`src/rtl/tick_cmp_pkg.sv`:
```
package tick_cmp_pkg;

  // strobes from control to datapath
  typedef struct packed {
    logic loadReg;
  } tcStrobe_t;

  // datapath observations handed to control
  typedef struct packed {
    logic newDisable;
    logic newInFuture;
    logic reached;
  } tcStatus_t;

endpackage

```
`src/rtl/tick_cmp_dp.sv`:
```
module tick_cmp_dp
  import tick_cmp_pkg::*;
#(
  parameter int DATA_W = 64
) (
  input  logic              clk,
  input  logic              rstN,
  input  tcStrobe_t         strobe,
  input  logic [DATA_W-1:0] wrData,
  input  logic [DATA_W-2:0] tickCount,
  output logic [DATA_W-1:0] rdData,
  output tcStatus_t         stat
);
  localparam int CNT_W = DATA_W - 1;
  localparam logic [DATA_W-1:0] RESET_VAL = {1'b1, {CNT_W{1'b0}}};

  logic [DATA_W-1:0] cmpRegQ;

  always_ff @(posedge clk) begin
    if (!rstN) begin
      cmpRegQ <= RESET_VAL;
    end else if (strobe.loadReg) begin
      cmpRegQ <= wrData;
    end
  end

  assign rdData = cmpRegQ;

  always_comb begin
    stat.newDisable  = wrData[DATA_W-1];
    stat.newInFuture = wrData[CNT_W-1:0] > tickCount;
    stat.reached     = tickCount >= cmpRegQ[CNT_W-1:0];
  end

  AST_READBACK_FULL: assert property (@(posedge clk) disable iff (!rstN)
    strobe.loadReg |=> rdData == $past(wrData));

endmodule

```
`src/rtl/tick_cmp_ctrl.sv`:
```
module tick_cmp_ctrl
  import tick_cmp_pkg::*;
(
  input  logic      clk,
  input  logic      rstN,
  input  logic      wrEn,
  input  tcStatus_t stat,
  output tcStrobe_t strobe,
  output logic      matchPulse
);
  logic armedQ;
  logic pulseQ;
  logic armOnWrite;
  logic hitNow;

  assign armOnWrite    = !stat.newDisable && stat.newInFuture;
  assign hitNow        = armedQ && stat.reached;
  assign strobe.loadReg = wrEn;

  always_ff @(posedge clk) begin
    if (!rstN) begin
      armedQ <= 1'b0;
      pulseQ <= 1'b0;
    end else if (wrEn) begin
      // a write always wins over a pending hit
      armedQ <= armOnWrite;
      pulseQ <= 1'b0;
    end else begin
      armedQ <= armedQ && !stat.reached;
      pulseQ <= hitNow;
    end
  end

  assign matchPulse = pulseQ;

  AST_PULSE_SINGLE: assert property (@(posedge clk) disable iff (!rstN)
    matchPulse |=> !matchPulse);

  AST_PULSE_FROM_ARMED: assert property (@(posedge clk) disable iff (!rstN)
    matchPulse |-> $past(armedQ) && !$past(wrEn));

  AST_DISABLE_CANCELS: assert property (@(posedge clk) disable iff (!rstN)
    wrEn && stat.newDisable |=> !armedQ && !matchPulse);

  AST_PAST_TARGET_IDLE: assert property (@(posedge clk) disable iff (!rstN)
    wrEn && !stat.newInFuture |=> !armedQ);

endmodule

```
`src/rtl/tick_cmp_timer.sv`:
```
module tick_cmp_timer
  import tick_cmp_pkg::*;
#(
  parameter int DATA_W = 64
) (
  input  logic              clk,
  input  logic              rstN,
  input  logic              wrEn,
  input  logic [DATA_W-1:0] wrData,
  input  logic [DATA_W-2:0] tickCount,
  output logic [DATA_W-1:0] rdData,
  output logic              matchPulse
);
  tcStrobe_t strobe;
  tcStatus_t stat;

  tick_cmp_ctrl ctrl_i (
    .clk        (clk),
    .rstN       (rstN),
    .wrEn       (wrEn),
    .stat       (stat),
    .strobe     (strobe),
    .matchPulse (matchPulse)
  );

  tick_cmp_dp #(.DATA_W(DATA_W)) dp_i (
    .clk       (clk),
    .rstN      (rstN),
    .strobe    (strobe),
    .wrData    (wrData),
    .tickCount (tickCount),
    .rdData    (rdData),
    .stat      (stat)
  );

  AST_RESET_STATE: assert property (@(posedge clk)
    !rstN |=> rdData == {1'b1, {(DATA_W-1){1'b0}}} && !matchPulse);

endmodule

```
`config.mk`:
```
export PLATFORM = sky130hd
export DESIGN_NAME = tick_cmp_timer
export DESIGN_NICKNAME = d
export VERILOG_FILES = /design/src/rtl/tick_cmp_pkg.sv /design/src/rtl/tick_cmp_dp.sv /design/src/rtl/tick_cmp_ctrl.sv /design/src/rtl/tick_cmp_timer.sv
export SDC_FILE = /design/constraint.sdc
export NUM_CORES = 1
export LEC_CHECK = 0
export BUFFER_PORTS_ARGS = -buffer_cell sky130_fd_sc_hd__clkbuf_2
export CAP_MARGIN = 5
export CORE_UTILIZATION = 55
export CTS_BUF_LIST = sky130_fd_sc_hd__clkbuf_2
export CTS_CLUSTER_SIZE = 25
export DETAILED_ROUTE_END_ITERATION = 12
export GPL_TIMING_DRIVEN = 0
export PLACE_DENSITY = 0.84
export SETUP_SLACK_MARGIN = 0.15
export SYNTH_ARGS = -nofsm -noshare
export SYNTH_HDL_FRONTEND = slang
export SYNTH_SLANG_ARGS = --single-unit
export TNS_END_PERCENT = 1
```
`constraint.sdc`:
```
create_clock -name clk -period 6.05 [get_ports clk]
set_input_delay 0.3025 -clock clk [delete_from_list [all_inputs] [get_ports clk]]
set_output_delay 0.3025 -clock clk [all_outputs]
set_load 0.1 [all_outputs]
```
==> results.yml <==
cells_and_area:
  n_fill_cell: 870
  n_antenna_cell: 0
  fin_area_sq_um: 6840
  syn_to_final_growth_pct: 22.1
  drive_gt1_frac: 0.250
  finalNetCount: 1116
synthesis:
  synth.most_common_cell: "inv_1"
  synthArstFlopShare: 0
  synth-seq-cells: 66
  yosysTopAreaCell: "ha_1"
  synth.area.top_cells: "ha_1 28%, dfxtp_1 24%, mux2i_1 11%, inv_1 8.6%, nor2b_1 7.4%"
  ys.flop_type: "dfxtp_1"
  synth_cells: 655
  yosys_warnings: 0
  yosysTopAreaCellShare: 0.281
  synth.avg_cell_area_sq_um: 8.55
  syn-cell-area_sq_um: 5600
  synth_edf_count: 0
  ys_types: 38
  synth-seq-area-share: 0.236
  synth_commonest_cells: "129 x inv_1, 126 x ha_1, 66 x dfxtp_1, 66 x nor2b_1, 63 x mux2i_1"
  synth_nets: 911
routing:
  drt_iter0_drc: 80
  first_pass_iters: 4
  routed_wl_um: 13400
  drt-vias-per-instance: 5.13
  wl_per_cell_um: 13.4
  ant_nets: 0
  drc: 0
  vias: 5121
power_and_ir_drop:
  cellLeakagePower_nw: 3.81
  p_per_area_nw_per_um2: 185
  irDropWorstVdd_mv: 0.123
clock_network:
  numCtsBuffers: 9
  cts_root_buffer: "clkbuf_2"
  path_clk_slew_ps: 190
  ctsResizeCount: 0
  cts.sinks: 66
  clock_path_buffers: 2
  cts_tree: "done"
  cts_max_level: 3
  clock_latency_ps: 510
  ctsHoldBuffers: 0
  post_cts_buffers: 0
sta:
  finalClockSkew_ps: 28.7
  finalCritPeriodShare: 0.394
  setup_viol: 0
  fmax_mhz: 419
  rsz0062_at_grt: "false"
  slew_headroom: 0.486
  fin_crit_ps: 2390
  finalWorstSetupSlack_ps: 3660
  finalHoldViolations: 0
  tightest_slew_ps: 771
  setup_tns_ps: 0
  maxSlewViolCount: 0
placed_design:
  dpl.hpwl_um: 11400
  routabilityCongestion: 0.854
  portBuffers: 194
  dpl_cell_area_sq_um: 6740
  post-place-ws_ps: 3680
global_route:
  overflow: 0
  grt_pass1_vias: 4814
  grt_pass1_wl_um: 21100
  grt_max_degree: 11
  grt_usage: 0.256
  antenna_found_initial: 0
floorplanning:
  die_h_um: 103
  start_util: 0.570
  ioPinCount: 195
  die_x_um: 103
  die_area_sq_um: 10600
  core_sq_um: 9820
  std_cell_rows: 36
critical_path:
  required_ps: 6510
  crit_type: "flip-flop to flip-flop"
  worst_ep_arrival_time_ps: 2840
  cp-start-kind: "flip-flop"
  r2r.worst_path.cells: 9
  cp_max_fo: 3
  endpoint_kind: "flip-flop"
min_path:
  hold_path_class: "input pin to flip-flop"
  min_path_cells: 3
job:
  cap_violations: 0
outcome:
  outcome: "finished, final reports clean"
-- sequential cells by signal, indices dropped and copies added, names as in the netlist --
register           cells
ctrl_i.armedQ          1
ctrl_i.matchPulse      1
dp_i.rdData           64
-- path summary, 6_finish.rpt --
| kind | slack, ps | from | to |
|---|---|---|---|
| worst max-delay path | 3660 | dp_i.rdData[24] | ctrl_i.armedQ |
| worst min-delay path | 60 | wrData[35] | dp_i.rdData[35] |
| worst max register to register | 3660 | dp_i.rdData[24] | ctrl_i.armedQ |
| worst min register to register | 510 | dp_i.rdData[63] | dp_i.rdData[63] |
-- worst max-delay path, stage by stage, from the launching register on --
cell,delay (ps)
dfxtp_1,380
inv_1,50
ha_1,290
a21oi_1,130
o21ai_0,100
a221oi_1,530
o2111ai_1,340
a31oi_1,310
o21ai_0,130
o211ai_1,80
-- placed cells by master, fill, tap and decap left out, types with 2 or more instances in the layout --
master	n
o211ai_1	2
nor2b_1	66
buf_2	5
nor4_1	2
nor2_1	13
a31oi_1	2
inv_1	129
and4_1	4
a211oi_1	5
a21oi_1	39
clkbuf_1	8
a221oi_1	6
nor3_1	4
ha_1	126
o2111ai_1	2
mux2i_1	63
clkinv_1	2
nand4_1	21
nand2_1	28
dfxtp_1	66
nand3_1	7
a21o_1	25
clkbuf_2	206
o21ai_0	16
-- cell type report --
type	instances	area, sq um	area share
Clock buffer	12	60.1	0.00878
Sequential cell	66	1320	0.193
Inverter	129	484	0.0708
Clock inverter	4	42.5	0.00622
Buffer	14	58.8	0.00860
Multi-Input combinational cell	446	3740	0.546
Tap cell	133	166	0.0243
Timing Repair Buffer	194	971	0.142
-- per-layer routing --
| layer | vias up | global-route usage | share of wire |
|---|---|---|---|
| met2 | 125 | 0.454 | 0.48 |
| met1 | 2313 | 0.302 | 0.45 |
| met3 | 29 | 0.0468 | 0.045 |
| met5 | - | 0 | 0 |
| met4 | 0 | 0.109 | 0.027 |
| li1 | 2654 | - | - |
-- cell families after synthesis --
logic type      after synthesis  share of synthesized area
flops                        66                      0.236
mux                          63                      0.113
compound gates              105                      0.119
fa+ha+maj                   126                      0.281
buf+inv                     143                     0.0969
simple gates                152                      0.155
-- power by group --
group / switching, mW / internal [mW] / leakage [nW]
clock network: 0.162 / 0.0977 / 0.0710
logic: 0.357 / 0.168 / 3.20
registers: 0.0193 / 0.461 / 0.545
-- per-stage QoR --
| step | instances | utilization | hold WS (ps) | total power, mW |
|---|---|---|---|---|
| CTS | 998 | 0.697 | 19.6 | 1.27 |
| global route | 998 | 0.697 | 17.5 | 1.35 |
| global placement | 982 | 0.686 | 490 | 1.00 |
| floorplan | 655 | - | 472 | 0.875 |
| detailed placement | 982 | 0.686 | 499 | 1.01 |
| finish | 998 | 0.697 | 58.3 | 1.26 |
Power figures use the tool's default switching activity.
